`src/rtl/prot_sw_pkg.sv`:
```
package prot_sw_pkg;
    typedef enum logic [1:0] {
        MODE_SOFT    = 2'd0,
        MODE_PIN_SEL = 2'd1,
        MODE_PIN_OE  = 2'd2
    } steer_mode_e;

    function automatic steer_mode_e decode_mode(input logic en, input logic func);
        if (!en)
            return MODE_SOFT;
        else if (!func)
            return MODE_PIN_SEL;
        else
            return MODE_PIN_OE;
    endfunction
endpackage

```
`src/rtl/prot_sw_sync.sv`:
```
module prot_sw_sync #(
    parameter int WIDTH  = 2,
    parameter int STAGES = 2
) (
    input  logic             clk_i,
    input  logic             rst_ni,
    input  logic [WIDTH-1:0] async_i,
    output logic [WIDTH-1:0] sync_o
);
    logic [STAGES-1:0][WIDTH-1:0] chain_d, chain_q;

    always_comb begin
        chain_d[0] = async_i;
        for (int s = 1; s < STAGES; s++) begin
            chain_d[s] = chain_q[s-1];
        end
    end

    always_ff @(posedge clk_i or negedge rst_ni) begin
        if (!rst_ni)
            chain_q <= '0;
        else
            chain_q <= chain_d;
    end

    assign sync_o = chain_q[STAGES-1];
endmodule

```
`src/rtl/prot_sw_pair.sv`:
```
module prot_sw_pair
    import prot_sw_pkg::*;
#(
    parameter int LANES = 2
) (
    input  steer_mode_e      mode_i,
    input  logic             sw_sel_i,
    input  logic [LANES-1:0] sw_oe_i,
    input  logic             pin_i,
    output logic             sel_o,
    output logic [LANES-1:0] oe_o
);
    always_comb begin
        sel_o = sw_sel_i;
        oe_o  = sw_oe_i;
        unique case (mode_i)
            MODE_PIN_SEL: sel_o = pin_i;
            MODE_PIN_OE:  oe_o  = {LANES{~pin_i}};
            default: ;
        endcase
    end
endmodule

```
`src/rtl/prot_sw_ctl.sv`:
```
module prot_sw_ctl
    import prot_sw_pkg::*;
#(
    parameter int NPAIR       = 2,
    parameter int SYNC_STAGES = 2
) (
    input  logic               clk_i,
    input  logic               rst_ni,
    input  logic               cfg_en_i,
    input  logic               cfg_func_i,
    input  logic [NPAIR-1:0]   sw_sel_i,
    input  logic [2*NPAIR-1:0] sw_oe_i,
    input  logic [NPAIR-1:0]   prot_pin_i,
    output logic [NPAIR-1:0]   sel_o,
    output logic [2*NPAIR-1:0] oe_o
);
    localparam int LANES = 2;
    localparam int NCH   = LANES * NPAIR;

    typedef struct packed {
        logic [NPAIR-1:0] sel;
        logic [NCH-1:0]   oe;
    } out_t;

    steer_mode_e      mode;
    logic [NPAIR-1:0] pin_sync;
    logic [NPAIR-1:0] sel_c;
    logic [NCH-1:0]   oe_c;
    out_t             out_d, out_q;

    prot_sw_sync #(.WIDTH(NPAIR), .STAGES(SYNC_STAGES)) u_sync (
        .clk_i   (clk_i),
        .rst_ni  (rst_ni),
        .async_i (prot_pin_i),
        .sync_o  (pin_sync)
    );

    assign mode = decode_mode(cfg_en_i, cfg_func_i);

    for (genvar p = 0; p < NPAIR; p++) begin : g_pair
        prot_sw_pair #(.LANES(LANES)) u_pair (
            .mode_i   (mode),
            .sw_sel_i (sw_sel_i[p]),
            .sw_oe_i  (sw_oe_i[p*LANES +: LANES]),
            .pin_i    (pin_sync[p]),
            .sel_o    (sel_c[p]),
            .oe_o     (oe_c[p*LANES +: LANES])
        );
    end

    always_comb begin
        out_d.sel = sel_c;
        out_d.oe  = oe_c;
    end

    always_ff @(posedge clk_i or negedge rst_ni) begin
        if (!rst_ni)
            out_q <= '0;
        else
            out_q <= out_d;
    end

    assign sel_o = out_q.sel;
    assign oe_o  = out_q.oe;
endmodule

```
`config.mk`:
```
export PLATFORM = sky130hd
export DESIGN_NAME = prot_sw_ctl
export DESIGN_NICKNAME = d
export VERILOG_FILES = /design/src/rtl/prot_sw_pkg.sv /design/src/rtl/prot_sw_sync.sv /design/src/rtl/prot_sw_pair.sv /design/src/rtl/prot_sw_ctl.sv
export SDC_FILE = /design/constraint.sdc
export NUM_CORES = 1
export LEC_CHECK = 0
export CAP_MARGIN = 20
export CELL_PAD_IN_SITES_DETAIL_PLACEMENT = 0
export CELL_PAD_IN_SITES_GLOBAL_PLACEMENT = 2
export CORE_AREA = 3 3 40 42
export CTS_CLUSTER_SIZE = 40
export DETAILED_ROUTE_END_ITERATION = 12
export DIE_AREA = 0 0 43 45
export DONT_BUFFER_PORTS = 1
export PLACE_DENSITY = 0.58
export SKIP_CTS_REPAIR_TIMING = 1
export SLEW_MARGIN = 0
export SYNTH_ARGS = -nofsm -noshare
export SYNTH_HDL_FRONTEND = slang
export SYNTH_SLANG_ARGS = --single-unit
```
`constraint.sdc`:
```
create_clock -name clk_i -period 0.96 [get_ports clk_i]
set_input_delay 0.048 -clock clk_i [delete_from_list [all_inputs] [get_ports clk_i]]
set_output_delay 0.048 -clock clk_i [all_outputs]
set_load 0.01 [all_outputs]
```
==> impl_metrics.csv <==
group,metric,value,unit
global_routing,grt_pass1_vias,191,
final_layout,final_nets,46,
routing,vias,198,
floorplanning,dieArea,1940,um^2
cts,root_buffer,"clkbuf_4",
sta,drv_slew,0,
routing,avgRoutedWirePerCell,12.0,um
sta,hold_violations,0,
synthesis,ys.flop_type,"dfrtp_1",
setup_path,rr_endpoint,"oe_o[3]",
synthesis,ys_seq_area_share,71.9,%
routing,ant_nets,0,
sta,fmax,1240,MHz
routing,firstDrtPassIters,2,
cts,cts_tree,"built",
final_layout,final_util,37.3,%
setup_path,reg2regPathDepth,2,
setup_path,startpoint_type,"register",
floorplanning,row_count,13,
job,drv_cap,0,
synthesis,yosys.area.top_type,"dfrtp_1",
final_layout,layout.cells.non_filler,47,
synthesis,synth_cell_type_count,6,
final_layout,post-route-cell-area,479,um^2
placement,dp_slack,0.157,ns
power_and_ir_drop,power_density,1680,nW/um^2
min_path,hold_class,"input port to register",
setup_path,timing.rr.start,"u_sync.sync_o[1]",
final_layout,multi_input_area,97.6,um^2
synthesis,syn-num-nets,32,
cts,clk_latency,0.25,ns
synthesis,yosysMostFrequentCell,"dfrtp_1",
synthesis,synth_edf_count,0,
placement,place_congestion,0.641,
sta,period_share,84.1,%
setup_path,criticalPathCategory,"register to register",
setup_path,crit_fanout,2,
setup_path,worstPathArrival,0.95,ns
routing,totalWireLength,563,um
status,status,"finished clean",
cts,clock_sinks,10,
cts,path_clk_slew,0.06,ns
placement,portBuffers,0,
min_path,holdPathEnd,"sel_o[1]",
sta,clock_skew,0.00115,ns
floorplanning,core_area,1280,um^2
floorplanning,start_util,27.1,%
setup_path,endpoint_kind,"register",
synthesis,synth_top_cells_by_area,"dfrtp_1, a21o_1, mux2_4",
global_routing,grt_max_degree,11,
cts,cts_buffers,3,
routing,drc,0,
synthesis,ys_warn_count,0,
routing,via_per_inst,4.21,
placement,place_area,367,um^2
global_routing,gr-total-overflow,0,
placement,dp.cells,35,
cts,cts_buffer_depth,2,
sta,fin_hold_ws,0.0310,ns
setup_path,crit_required,1.10,ns
global_routing,grt_pass1_wl,772,um
synthesis,avgSynthCellArea,17.4,um^2
sta,slew_headroom,71.1,%
sta,fin_crit,0.807,ns
min_path,hold_start,"cfg_func_i",
synthesis,synth-async-reset-ratio,100,%
min_path,hold_path_depth,2,
global_routing,track_usage,6.33,%
sta,fin_ws,0.153,ns
cts,htree_levels,1,
power_and_ir_drop,power_leakage,0.236,nW
placement,hpwl,448,um
power_and_ir_drop,vdd_ir_drop_max,923,uV
routing,initialDrtViolationCount,1,
setup_path,r2r_setup_slack,0.15,ns
synthesis,syn_inst,20,
synthesis,synth-seq-cells,10,
synthesis,synth_commonest_cells,"dfrtp_1, a21o_1, and3b_2, mux2_4",
global_routing,grt_antenna_before_repair,0,
sta,setup_tns,0,ns
final_layout,diodes,0,
final_layout,area_growth_syn_to_layout,37.8,%
final_layout,layout-drive-gt1-share,25.0,%
synthesis,yosysTopAreaCellShare,71.9,%
final_layout,regArea,250,um^2
synthesis,syn_area,348,um^2
sta,setup_viol,0,
sta,rsz0062_at_grt,"no",
floorplanning,die-height,45,um
sta,worstMarginPinSlew,0.432,ns
final_layout,nFillCells,128,
power_and_ir_drop,finalPower,806,uW
floorplanning,fp.dieW,43,um
floorplanning,io-pin-count,18,
-- area by class of cell --
type	instances	area share, %
tap	15	3.92
multi-input combinational	10	20.4
clock buffer	3	4.70
sequential	10	52.2
timing repair buffer	9	18.8
-- worst max-delay path by stage --
stage / to / depth (start not counted) / start
6_report: oe_o[3] / 2 / u_sync.sync_o[1]
5_1_grt: oe_o[2] / 2 / u_sync.sync_o[1]
4_1_cts: oe_o[3] / 2 / u_sync.sync_o[1]
3_5_place_dp: oe_o[3] / 2 / u_sync.sync_o[1]
3_3_place_gp: oe_o[2] / 2 / u_sync.sync_o[1]
2_1_floorplan: oe_o[0] / 2 / u_sync.sync_o[0]
-- power by group --
group | switching, mW | internal, mW | leakage, nW
combinational | 0.0228 | 0.0493 | 0.105
clock | 0.120 | 0.143 | 0.0138
sequential | 0.0204 | 0.450 | 0.117
total | 0.163 | 0.643 | 0.236
-- flip-flops by register name, indices dropped and copies added, names as in the netlist --
name and count:
u_sync.chain_d 2, sel_o 2, oe_o 4, u_sync.sync_o 2
-- cells in the final DEF, fill, tap and decap left out --
master         netlist  final
dfrtp_1             10     10
clkbuf_4             0      3
a21o_1               4      4
nor2b_4              1      1
mux2_4               2      2
and3b_2              2      2
dlygate4sd3_1        0      9
nand2_1              1      1
-- layer usage --
metal  GRT usage [%]  wire length [um]
met1            4.26               200
met3            7.17                63
met5               0                 0
met2            10.2               299
met4            3.61                 0
-- worst max-delay path, cell delays in order (launching register included) --
cell and delay [ns]:
dfrtp_1 0.34, and3b_2 0.22, a21o_1 0.15
-- cell families after synthesis --
logic type / after synthesis / share of synthesized area [%]
AOI/OAI and AO/OA: 4 / 8.63
DFF: 10 / 71.9
and+or+nand+nor: 4 / 10.8
muxes: 2 / 8.63
Power figures use the tool's default switching activity.
